**config.mk**
```make
export PLATFORM = sky130hd
export DESIGN_NAME = trunc_audio_latch
export DESIGN_NICKNAME = d
export VERILOG_FILES = /design/src/rtl/trunc_latch_pkg.sv /design/src/rtl/tal_shift.sv /design/src/rtl/tal_lr_edge.sv /design/src/rtl/tal_out_reg.sv /design/src/rtl/trunc_audio_latch.sv
export SDC_FILE = /design/constraint.sdc
export NUM_CORES = 1
export LEC_CHECK = 0
export BUFFER_PORTS_ARGS = -buffer_cell sky130_fd_sc_hd__buf_4
export CORE_ASPECT_RATIO = 1.25
export CORE_MARGIN = 2
export CORE_UTILIZATION = 60
export CTS_BUF_LIST = sky130_fd_sc_hd__clkbuf_4
export CTS_CLUSTER_DIAMETER = 120
export CTS_CLUSTER_SIZE = 16
export DETAILED_ROUTE_END_ITERATION = 16
export HOLD_SLACK_MARGIN = 0.02
export PLACE_DENSITY = 0.95
export REMOVE_ABC_BUFFERS = 1
export SYNTH_ARGS = -nofsm -noshare
export SYNTH_HDL_FRONTEND = slang
export SYNTH_SLANG_ARGS = --single-unit
```
**constraint.sdc**
```tcl
create_clock -name clk_i -period 3 [get_ports clk_i]
set_input_delay 0.45 -clock clk_i [delete_from_list [all_inputs] [get_ports clk_i]]
set_output_delay 0.45 -clock clk_i [all_outputs]
set_load 0.01 [all_outputs]
```
**src/rtl/trunc_latch_pkg.sv**
```systemverilog
`timescale 1ns/1ps
package trunc_latch_pkg;
  localparam int unsigned DEF_SAMPLE_W = 16;

  typedef enum logic {
    LR_LOW  = 1'b0,
    LR_HIGH = 1'b1
  } lr_lvl_e;
endpackage

```
**src/rtl/tal_shift.sv**
```systemverilog
`timescale 1ns/1ps
module tal_shift #(
  parameter int unsigned W = 16
) (
  input  logic         clk_i,
  input  logic         rst_ni,
  input  logic         bit_i,
  output logic [W-1:0] word_o
);
  logic [W-1:0] sr_q;

  generate
    if (W == 1) begin : g_single
      always_ff @(posedge clk_i or negedge rst_ni)
        if (!rst_ni) sr_q <= '0;
        else         sr_q <= bit_i;
    end else begin : g_multi
      // oldest bit falls off the MSB end: this is the truncation
      always_ff @(posedge clk_i or negedge rst_ni)
        if (!rst_ni) sr_q <= '0;
        else         sr_q <= {sr_q[W-2:0], bit_i};
    end
  endgenerate

  assign word_o = sr_q;
endmodule

```
**src/rtl/tal_lr_edge.sv**
```systemverilog
`timescale 1ns/1ps
module tal_lr_edge
  import trunc_latch_pkg::*;
(
  input  logic    clk_i,
  input  logic    rst_ni,
  input  logic    lrck_i,
  output logic    fire_o,
  output lr_lvl_e prev_o
);
  logic lvl_q;
  logic primed_q;

  always_ff @(posedge clk_i or negedge rst_ni)
    if (!rst_ni) begin
      lvl_q    <= 1'b0;
      primed_q <= 1'b0;
    end else begin
      lvl_q    <= lrck_i;
      primed_q <= 1'b1;
    end

  // first sample after reset is reference only
  assign fire_o = primed_q && (lrck_i != lvl_q);
  assign prev_o = lr_lvl_e'(lvl_q);
endmodule

```
**src/rtl/tal_out_reg.sv**
```systemverilog
`timescale 1ns/1ps
module tal_out_reg
  import trunc_latch_pkg::*;
#(
  parameter int unsigned W = 16
) (
  input  logic         clk_i,
  input  logic         rst_ni,
  input  logic         fire_i,
  input  logic [W-1:0] word_i,
  input  lr_lvl_e      chan_i,
  output logic [W-1:0] sample_o,
  output logic         chan_o,
  output logic         valid_o
);
  always_ff @(posedge clk_i or negedge rst_ni)
    if (!rst_ni) begin
      sample_o <= '0;
      chan_o   <= 1'b0;
      valid_o  <= 1'b0;
    end else begin
      valid_o <= fire_i;
      if (fire_i) begin
        sample_o <= word_i;
        chan_o   <= logic'(chan_i);
      end
    end
endmodule

```
**src/rtl/trunc_audio_latch.sv**
```systemverilog
`timescale 1ns/1ps
module trunc_audio_latch
  import trunc_latch_pkg::*;
#(
  parameter int unsigned SAMPLE_W = DEF_SAMPLE_W
) (
  input  logic                clk_i,
  input  logic                rst_ni,
  input  logic                sdata_i,
  input  logic                lrck_i,
  output logic [SAMPLE_W-1:0] sample_o,
  output logic                chan_o,
  output logic                valid_o
);
  logic [SAMPLE_W-1:0] shift_word;
  logic                fire;
  lr_lvl_e             prev_lvl;

  tal_shift #(.W(SAMPLE_W)) u_shift (
    .clk_i  (clk_i),
    .rst_ni (rst_ni),
    .bit_i  (sdata_i),
    .word_o (shift_word)
  );

  tal_lr_edge u_edge (
    .clk_i  (clk_i),
    .rst_ni (rst_ni),
    .lrck_i (lrck_i),
    .fire_o (fire),
    .prev_o (prev_lvl)
  );

  tal_out_reg #(.W(SAMPLE_W)) u_out (
    .clk_i    (clk_i),
    .rst_ni   (rst_ni),
    .fire_i   (fire),
    .word_i   (shift_word),
    .chan_i   (prev_lvl),
    .sample_o (sample_o),
    .chan_o   (chan_o),
    .valid_o  (valid_o)
  );

  assert_sample_lsb_R3: assert property (@(posedge clk_i) disable iff (!rst_ni)
    valid_o |-> sample_o[0] == $past(sdata_i, 2));

  assert_chan_prev_R5: assert property (@(posedge clk_i) disable iff (!rst_ni)
    valid_o |-> chan_o == $past(lrck_i, 2));

  assert_valid_on_change_R6: assert property (@(posedge clk_i) disable iff (!rst_ni)
    valid_o |-> $past(lrck_i) != $past(lrck_i, 2));

  assert_hold_between_R8: assert property (@(posedge clk_i) disable iff (!rst_ni)
    !valid_o |-> ($stable(sample_o) && $stable(chan_o)));
endmodule

```
---- Yosys cells after proc, flatten, opt, wreduce, memory -nomap -nowiden ----
Cells that the tools add are included.
storage, ports and cells
  register bits after elaboration ......... 36
  input port bits ......................... 4
  logic and storage cells ................. 8
operators by class
  equal/unequal tests ..................... 1
  reductions and logical operators ........ 1
operators by type and width
  kind                   number
  logical AND 1 bit      1
  inequality test 1 bit  1

---- Logic depth before layout (Yosys ltp) ----
Gate-level depths: netlist (run 1).
  depth in word-level cells ............... 2
  depth in mapped cells ................... 4
  depth with buffers taken out ............ 3

---- Hierarchy ----
Synthesis (run 1) repeated with hierarchy kept, for this count alone.
second synthesis, totals
  cells, all modules ...................... 58
  area, all modules ....................... 1179.9 µm²
modules (own cells, without submodules)
  module       times used  cells each  area an instance (µm²)
  tal_out_reg  1           37          710.7
  tal_shift    1           16          400.4
  tal_lr_edge  1           5           68.8

---- Worst setup path after synthesis (run 1) ----
No wires, ideal clock.
  kind .................................... input port to flip-flop
  from .................................... input lrck_i
  to ...................................... register u_out.sample_o[10]
  setup time .............................. 125 ps
  arrival ................................. 1211 ps
  data required time ...................... 2875 ps
  setup slack ............................. 1664 ps
  cell stages on the path ................. 4
  cell sequence ........................... xor2_1 -> nand2_2 -> buf_6 -> mux2_4
on the way
  longest elaborated chain between the ends .. 2
RTL lines
  what                    RTL line                 source
  start: declaration      trunc_audio_latch.sv:10  input logic lrck_i,
  inequality test 1 bit   tal_lr_edge.sv:24        assign fire_o = primed_q && (lrck_i != lvl_q);
  logical AND 1 bit       tal_lr_edge.sv:24
  end signal: assignment  tal_out_reg.sv:24        sample_o <= word_i;
  end: declaration        tal_out_reg.sv:12        output logic [W-1:0] sample_o,
No other way between the ends.
A chain may end at the register's enable or synchronous reset.

---- Worst setup path in the final report (run 1) ----
  from .................................... register u_edge.lvl_q (netlist: u_edge.prev_o)
  to ...................................... register u_out.sample_o[1]
on the way
  longest elaborated chain between the ends .. 2
RTL lines
  what                      RTL line           source
  start: declaration        tal_lr_edge.sv:11  logic lvl_q;
  start signal: assignment  tal_lr_edge.sv:19  lvl_q <= lrck_i;
  inequality test 1 bit     tal_lr_edge.sv:24
  logical AND 1 bit         tal_lr_edge.sv:24
No other way between the ends.

==> reports/summary.md, run 1 <==
The flow ran to the end, and the final reports show no timing, DRC or antenna violations. The synthesized netlist occupies a cell area of 0.001170 mm2. For the worst-skew pair, the clock arrives at the later sink with an insertion delay of 0.35 ns. Once the clock tree was built, the resizer swapped 0 gates to a different size.

The run gives 3.22 ns as the data required time of the worst path. The overall routing resource usage is 0.1805, and the worst ir drop on vdd is 421.5 uV. The setup TNS came out at 0 ns.

The maximum buffer depth of the clock tree was 2. The detailed router finished its first iteration with 2 violations. Setup repair after global routing left no endpoint under its margin.

After detailed routing, the average wire length per cell comes to 14.81 um. Critical setup path kind: flop to flop. STA classifies the critical path endpoint as a flop.

The run gives 0 as the final count of negative-setup-slack endpoints. After synthesis the netlist holds a flip-flop and latch count of 36. Summed over all cells, the static leakage comes to 0.0006942 uW. The logs give 0 for the number of setup buffers added after CTS and 584 for the total vias in the final route.

The number of global-route vias before repair is 626. The initial cell density of the core is 0.6471. The count of pins over their slew limit came out at 0. The total inserted antenna cells is 0, and the quantity of I/O buffers inserted on ports is 21. After clock tree synthesis, the clock-pin slew on the worst setup and hold paths is 0.11 ns.

The worst path meets setup with 1.529 ns of slack. The proportion of layout cells with a drive suffix above 1 came out at 0.5000. The number of antenna violations at the first check in global routing was 0. The worst path in the final design needs a cycle of 1.471 ns, including I/O delays and setup.

At the end of routability-driven placement, the weighted congestion stood at 0.6409. The worst setup path is launched from a flop. The share of the yosys chip area belonging to registers was 0.7701. In this run, placement finished with an instance count of 101. The clock arrives with 0.01570 ns of skew.

The count of H-tree levels built during CTS was 2. The average cell area after synthesis came out at 18.87 um2. The run gives 0 as the number of endpoints with negative hold slack in the final report. For this design, the sink count on the clock tree is 36. CTS placed an instance of sky130_fd_sc_hd__clkbuf_4 at the clock tree root. Dividing the detail-routed via count by the number of cells gives 5.358. From left edge to right edge, the die measures 43.50 um. During synthesis, Yosys emitted a total of 0 warnings. The power density normalized to cell area was 715.7 mW/mm2.

The total die area is 0.002321 mm2, and the synthesized netlist cell count is 62. At the worst endpoint, the arrival time is 1.69 ns. The worst hold path class was primary input to asynchronous set/reset pin.

In this run the vertical extent of the chip is 53.37 um. After synthesis, the netlist uses 11 different library cells. The pre-CTS setup slack is 1.368 ns, and the remaining number of nets flagged by the antenna check after routing is 0. After legalization and detailed placement, the total HPWL measured 1095 um.

Relative to the synthesized area, the layout overhead comes to 19.36%. The first detailed-routing pass ran for 2 iterations. The first global-routing pass estimated 2801 um of wire.

The logs give 680.0 MHz for the timing-limited maximum frequency and 109 for the final standard cell count with taps included and fillers excluded. After floorplanning, the core was divided into 17 placement rows. The number of max-cap violations was 0; the total DRC errors in the routed layout was 0.

The share of the clock period used by the worst path is 0.4902. The number of nets at the end of the flow is 93, and the TritonCTS buffer count is 5. 22 I/O pins were placed. The number of buffers inserted by hold repair at cts was 0; the area inside the core boundary was 0.001808 mm2.

The largest net degree at the start of global routing was 37; the global route total overflow was 0. Fill cells in the final layout number 112. TritonCTS built the clock tree.

On the final layout, the worst hold slack is 0.02892 ns. Summed over all layers, the routed wires come to 1614 um. The peak fanout along the critical path was 17.
[metrics by stage]
| stage | utilization | instance area, um2 | total power, uW |
|---|---|---|---|
| CTS | 0.7723 | 1396 | 1015 |
| detailed placement | 0.7412 | 1340 | 765.6 |
| global placement | 0.7412 | 1340 | 755.7 |
| floorplan | - | 1159 | 666.5 |
| global route | 0.7723 | 1396 | 1053 |
| finish | 0.7723 | 1396 | 999.4 |
[synthesized netlist by cell type (all sizes together)]
master / instances / area, um2
nor2: 1 / 3.750
conb: 1 / 3.750
nand2: 2 / 10.01
dfrtp: 36 / 900.9
inv: 2 / 7.510
buf: 1 / 11.26
xor2: 1 / 8.760
a21oi: 2 / 10.01
mux2: 16 / 214.0
[power breakdown]
part / internal [uW] / switching (uW)
registers: 542 / 32.1
logic: 108 / 68.7
clock network: 98.1 / 150
total: 748 / 251
[cell type report]
cell class | instances | area [um2] | share of cell area
multi-input combinational | 23 | 250.2 | 0.1792
tap | 19 | 23.77 | 0.01703
sequential | 36 | 900.9 | 0.6452
clock inverter | 2 | 11.26 | 0.008065
clock buffer | 6 | 45.04 | 0.03226
timing repair buffer | 21 | 157.7 | 0.1129
inverter | 2 | 7.507 | 0.005376
[worst paths after layout]
| check | cells past startpoint | end | slack (ns) | startpoint |
|---|---|---|---|---|
| worst max-delay path | 3 | u_out.sample_o[1] | 1.53 | u_edge.prev_o |
| worst min-delay path | 1 | u_shift.word_o[4] | 0.03 | rst_ni |
| worst max register to register | 3 | u_out.sample_o[1] | 1.53 | u_edge.prev_o |
| worst min register to register | 0 | u_shift.word_o[2] | 0.39 | u_shift.word_o[1] |
| max in group asynchronous | 1 | u_out.sample_o[3] | 2.66 | rst_ni |
| min in group clk_i | 1 | u_shift.word_o[0] | 0.22 | sdata_i |
[critical path: stages (launching register included)]
cell and delay (ns):
sky130_fd_sc_hd__dfrtp_1 0.41, sky130_fd_sc_hd__xor2_1 0.17, sky130_fd_sc_hd__nand2_2 0.38, sky130_fd_sc_hd__mux2_2 0.40
[sequential cells by signal, indices dropped and copies added (netlist names)]
| register | cells |
|---|---|
| u_edge.prev_o | 1 |
| u_out.sample_o | 16 |
| u_edge.primed_q | 1 |
| u_shift.word_o | 16 |
| u_out.chan_o | 1 |
| u_out.valid_o | 1 |
[placed cells by master, fill, tap and decap left out, drive strengths merged]
cell type  instances
clkinv             1
clkbuf             6
conb               1
dfrtp             36
a21oi              2
xor2               1
mux2              16
nand2              2
inv                2
buf               21
nor2               1
clkinvlp           1
[metal layers]
| layer | global-route usage | vias up | share of wire |
|---|---|---|---|
| li1 | - | 256 | - |
| met3 | 0.06485 | 6 | 0.062 |
| met4 | 0.1212 | 0 | 0.032 |
| met5 | 0 | - | 0 |
| met2 | 0.2910 | 23 | 0.49 |
| met1 | 0.1981 | 299 | 0.42 |
[logic make-up after synthesis]
family | Yosys count | share of synthesized area
multiplexers | 16 | 0.1829
buffers and inverters | 3 | 0.01604
AO/OA/AOI/OAI | 2 | 0.008556
AND/OR/NAND/NOR | 3 | 0.01176
flip-flops | 36 | 0.7701
XOR/XNOR | 1 | 0.007488
other | 1 | 0.003205
Power figures use the tool's default switching activity.
==> run 2: changes to the inputs <==
- CORE_UTILIZATION: 60 -> 50
- PLACE_DENSITY: 0.95 -> 0.88
- clock period: 3 -> 1.23 ns (I/O delays scaled with it)
==> run 2 against run 1 <==
The run now ends with negative hold slack, negative setup slack left. First-iteration DRC count grew to 6.0 times the previous value. Critical path depth up 1. Count of clock-buffer cells in the layout is 1 lower. Power is 150% higher. Clock skew shrank 0.0078 ns. Final cell count increased by 16%. Via count grew 2.9%. Sequential power up 150%. Non-clock buffer count rose by 5. Fmax is 18% higher. Flip-flop and latch count unchanged. Largest power group unchanged. Highest routed layer unchanged.
==> reports/summary.md, run 2 (synthesis results as in run 1) <==
The number of fill cells is 144. Before antenna repair, the detailed router went through 4 iterations. Once placement completed, the tool counted placed cells totaling 115.

Number of max-cap violations: 0. The logs give 8 for the final count of negative-setup-slack endpoints and 2 for the count of H-tree levels built during CTS. The top cell types in the final layout, fill and taps aside, are sky130_fd_sc_hd__dfrtp_1 (36), sky130_fd_sc_hd__buf_4 (22), sky130_fd_sc_hd__mux2_4 (16). Startpoint class of the critical path: a flop. The overall routing resource usage was 0.1635. Setup repair after global routing could not meet its margin everywhere.

The tree built by TritonCTS fans out to 36 sinks. The number of buffers and inverters on the critical path is 1, and the share of the clock period used by the worst path is 1.012. For the number of DRC markers after the initial detailed-route iteration, the log shows 12. Measured along the x axis, the die boundary spans 47.27 um. After detailed routing, the number of remaining DRC violations is 0.

The count of pins over their slew limit was 0. Power spread over the standard cell area amounts to 1640 mW/mm2. IR analysis of the VDD net gives a maximum drop of 1487 uV. The number of nets at the end of the flow was 98; the final standard cell count with taps included and fillers excluded was 126.

The clock skew was 0.007927 ns. STA classifies the critical path endpoint as a flop. The logs give 0 for the number of antenna violations at the first check in global routing and 0.6786 for the final standard cell utilization of the core. After clock tree synthesis, the clock-pin slew on the worst setup and hold paths is 0.09 ns. The final route contains 601 vias.

The maximum buffer depth of the clock tree came out at 2. The critical setup path kind is flop to flop. Buffers inserted to repair hold after CTS numbered 2.

The total die area came out at 0.002745 mm2. The run gives 22 as the top-level I/O count. The clock reaches the later pin of the worst-skew pair after 0.33 ns. For this block, the routed nets add up to 1715 um of wire. The signal on the critical path passes through xor2_1 -> nand2_2 -> buf_12 -> mux2_4. The largest incremental delay on the critical path is 0.40 ns, and the global route total overflow is 0.

The final routed wire length divided by cell count is 13.61 um. Entering global routing, the biggest net connects 37 pins. The peak fanout along the critical path came out at 8. For the final estimated routing congestion in global placement, the log shows 0.6831.

The routed design could run at a clock period as short as 1.244 ns. The count of nets left with antenna violations once routing finished came out at 0. The path class of the tightest hold or removal check is primary input to flop. The analysis attributes to cell leakage a power of 0.0007640 uW.

The logs give 0 for the total inserted antenna cells and -0.01421 ns for the setup slack after layout. The die is 58.08 um tall. In this run the tool buffered the top-level ports with 21 buffer cells. The cell at the slowest stage of the critical path was sky130_fd_sc_hd__dfrtp_1. The tightest hold margin was -0.004480 ns; the signal arrival time at the worst endpoint was 1.46 ns. The floorplan has 19 rows.

For the multi-input logic area, the log shows 276.5 um2. Among cell families on the critical path, the largest total delay comes from flip-flops. The first-pass GRT wire length came out at 2967 um. The logs give 628 for the number of global-route vias before repair and 900.9 um2 for the sequential standard cell area. TritonCTS built the clock tree.

The run gives 0.5291 as the initial cell density of the core. The tools report the number of endpoints with negative hold slack in the final report as 1. The tools report the root buffer cell as sky130_fd_sc_hd__clkbuf_4. The final reports fail on negative hold slack, negative setup slack. The area growth from synthesis to layout is 28.24%. The proportion of layout cells with a drive suffix above 1 came out at 0.5053. The run finished, with violations left. The number of clock buffers added by TritonCTS is 5. The data required time of the worst path was 1.44 ns; the area inside the core boundary was 0.002211 mm2. The vias per cell is 4.770.

The most frequent standard cell in the layout excluding fill and tap cells was sky130_fd_sc_hd__dfrtp_1. The tools report the timing-limited maximum frequency as 803.7 MHz.
==> run 2: path summary, 6_finish.rpt <==
kind	start	to	slack [ns]	cells after the start
max reg2reg	u_edge.prev_o	u_out.sample_o[2]	-0.01	4
max in group asynchronous	rst_ni	u_out.sample_o[2]	0.60	2
min reg2reg	u_shift.word_o[7]	u_shift.word_o[8]	0.38	0
min	lrck_i	u_edge.prev_o	-0.004	1
max	u_edge.prev_o	u_out.sample_o[2]	-0.01	4
min in group asynchronous	rst_ni	u_out.sample_o[10]	0.33	2
==> run 2: what timing repair did <==
| action | in CTS | in global routing |
|---|---|---|
| gates resized for setup | 7 | 0 |
| gates cloned | 0 | 0 |
| buffers inserted | 1 | 0 |
| pin swaps | 1 | 1 |
| endpoints found under the hold margin | 38 | 1 |
| endpoints found under the setup margin | 16 | 16 |
==> run 2: worst reg2reg max path, stage by stage, from the launching register on <==
cell,delay [ns]
sky130_fd_sc_hd__dfrtp_1,0.40
sky130_fd_sc_hd__xor2_1,0.16
sky130_fd_sc_hd__nand2_2,0.11
sky130_fd_sc_hd__buf_12,0.16
sky130_fd_sc_hd__mux2_4,0.30
==> run 2: final cells by class <==
type	count	area share
multi-input cells	23	0.1843
clock inverters	3	0.009174
clock buffers	5	0.02502
flip-flops and latches	36	0.6005
repair buffers	26	0.1501
well taps	31	0.02585
inverters	2	0.005004
==> run 2: power by group <==
group	leakage (uW)	switching (uW)	internal [uW]	total (uW)
Combinational	0.000308	181	314	496
Clock	0.0000324	348	209	557
Sequential	0.000423	84.5	1320	1410
==> run 2: per-stage QoR <==
step / setup TNS, ns / cell area, um2 / total power (uW) / setup WS [ns]
5_1_grt: -0.7389 / 1500 / 2593 / -0.06153
3_5_place_dp: -0.3717 / 1395 / 1890 / -0.04310
6_report: -0.03036 / 1500 / 2460 / -0.01421
4_1_cts: -0.3943 / 1500 / 2493 / -0.02966
3_3_place_gp: -0.008192 / 1395 / 1866 / -0.008192
2_1_floorplan: -1.141 / 1159 / 1626 / -0.09607
==> run 2: metal layers <==
| layer | track usage | wire, um |
|---|---|---|
| met5 | 0 | 0 |
| met4 | 0.1270 | 46 |
| met3 | 0.06542 | 108 |
| met2 | 0.2181 | 868 |
| met1 | 0.2065 | 691 |
==> run 3: changes to the inputs <==
- SETUP_SLACK_MARGIN: unset -> 0.15
==> run 3 against run 2 <==
The flow finishes with violations (negative setup slack). Non-clock buffer count grew 16. Final cell count grew 13%. Hold slack better by 0.23 ns. Power up 9.9%.
==> reports/summary.md, run 3 (synthesis results as in run 1) <==
For the setup TNS, the log shows -0.1716 ns. The run gives 22 as the top-level I/O count. The setup path with the least slack is of type flop to flop.

The vias per cell came out at 4.690. The row count is 19, and the number of antenna violations at the first check in global routing is 0. The number of fill cells is 128, and the largest net degree at the start of global routing is 37. The logs give 0 for the count of pins over their slew limit and 0.34 ns for the source-to-sink clock delay at the later pin of the worst-skew pair.

Once detail routing completed, the nets flagged for antenna violations numbered 0. The tools report the overall routing resource usage as 0.1819. The number of DRC markers after the initial detailed-route iteration was 11; the maximum buffer depth of the clock tree was 2. The tools report the setup slack after layout as -0.02198 ns.

Data on the critical path arrives at its endpoint at 1.47 ns. The final wirelength was 2042 um; the power density normalized to cell area was 1592 mW/mm2. For this run the aggregate overflow at the end of global routing stands at 0. TritonCTS built the clock tree. Setup violations remaining at the end of the flow were counted as 16. For this design the static power due to leakage is 0.0008637 uW. TritonCTS sink count: 36. STA classifies the critical path endpoint as a flop. The flow ran to the end, but the final reports show violations. 0 antenna diodes ended up in the layout.

Most frequent standard cell in the layout excluding fill and tap cells: sky130_fd_sc_hd__dfrtp_1. The worst setup path is launched from a flop. The final reports fail on negative setup slack. In this run the horizontal extent of the chip is 47.27 um. The run gives 0 as the number of endpoints with negative hold slack in the final report.

The cell sitting at the root of the clock tree is a sky130_fd_sc_hd__clkbuf_4. Of all nets on the critical path, the largest fanout is 8. The proportion of layout cells with a drive suffix above 1 is 0.5766.

The first global-routing pass estimated 3249 um of wire. Leaving out fill and tap cells, the most frequent cells in the layout are sky130_fd_sc_hd__dfrtp_1 (36), sky130_fd_sc_hd__buf_4 (19), sky130_fd_sc_hd__buf_6 (18). For the timing-limited maximum frequency, the log shows 798.7 MHz. The tool flagged a number of max-cap violations equal to 0.

The run gives 669 as the number of global-route vias before repair. The share of the clock period used by the worst path was 1.018. Across the routed clock network, the largest skew measured is 0.008501 ns. The die extent in y is 58.08 um, and the total DRC errors in the routed layout is 0. VDD sags by at most 1456 uV. The post-layout minimum cycle time was 1.252 ns; the total die area was 0.002745 mm2. Before antenna repair, the detailed router went through 4 iterations.

The area inside the core boundary came out at 0.002211 mm2. At the end of routability-driven placement, the weighted congestion stood at 0.6831. The count of H-tree levels built during CTS was 2; the number of nets at the end of the flow was 114. Buffers placed on the I/O ports in this run total 21. The min-delay analysis places its worst path in the category primary input to flop. The total vias in the final route is 666.

Total design power: 2702 uW. For the TritonCTS buffer count, the log shows 5. The area added between synthesis and finish was 45.13%; the final routed wire length divided by cell count was 14.38 um. Data required time of the worst path: 1.45 ns. Setup repair after global routing could not meet its margin everywhere.

Clock-pin slew was measured on the worst setup and hold paths at 0.09 ns. The tools report the initial cell density of the core as 0.5291.
-- run 3: cell count changes in the layout (fill, tap and decap cells not counted), sizes merged --
cell / change
buf: +15
dlygate4sd3: +1
-- run 3: through the flow --
stage	hold WS, ns	cell area (um2)	util	setup WS (ns)	std cells
after CTS	-0.02740	1541	0.6972	-0.02966	131
after floorplan	-0.1111	1159	-	-0.09607	61
after global placement	0.1423	1395	0.6310	-0.008192	115
after global routing	0.2262	1698	0.7680	-0.05568	142
after detailed placement	0.1481	1395	0.6310	-0.04310	115
final	0.2225	1698	0.7680	-0.02198	142
-- run 3: worst max-delay path: stages, from the launching register on --
cell	delay, ns
sky130_fd_sc_hd__dfrtp_1	0.41
sky130_fd_sc_hd__xor2_2	0.15
sky130_fd_sc_hd__nand2_2	0.12
sky130_fd_sc_hd__buf_12	0.15
sky130_fd_sc_hd__mux2_4	0.30
-- run 3: cell type report --
cell class / count / area (um2) / share of cell area
tap: 31 / 38.79 / 0.02284
inverter: 2 / 7.507 / 0.004422
clock inverter: 3 / 13.76 / 0.008106
clock buffer: 5 / 37.54 / 0.02211
sequential: 36 / 900.9 / 0.5306
timing repair buffer: 42 / 415.4 / 0.2447
multi-input combinational: 23 / 284.0 / 0.1673
-- run 3: metal layers --
| layer | track usage | wire length [um] | vias to the layer above |
|---|---|---|---|
| met4 | 0.08333 | 40 | 0 |
| met1 | 0.2271 | 752 | 338 |
| met3 | 0.1153 | 110 | 5 |
| met5 | 0 | 0 | - |
| li1 | - | - | 298 |
| met2 | 0.2471 | 1138 | 25 |
-- run 3: path summary, 6_finish.rpt --
path	slack, ns	to	cells past startpoint	start
max	-0.02	u_out.sample_o[2]	4	u_edge.prev_o
max reg2reg	-0.02	u_out.sample_o[2]	4	u_edge.prev_o
min reg2reg	0.39	u_shift.word_o[8]	0	u_shift.word_o[7]
max in group asynchronous	0.58	u_out.sample_o[1]	2	rst_ni
min in group asynchronous	0.35	u_out.sample_o[6]	2	rst_ni
min	0.22	u_out.chan_o	4	lrck_i
-- run 3: report_power, final --
group          total (uW)  switching (uW)  internal, uW
Sequential           1430             102          1320
Combinational         713             221           492
Clock                 564             355           209
Total                2700             678          2020
-- run 3: repair_timing --
item / in CTS / in global routing
buffers inserted: 6 / 10
pin swaps: 1 / 2
setup endpoints to repair: 22 / 34
cloned: 0 / 0
hold buffers: 2 / 1
resized for setup: 8 / 18
endpoints found under the hold margin: 38 / 1
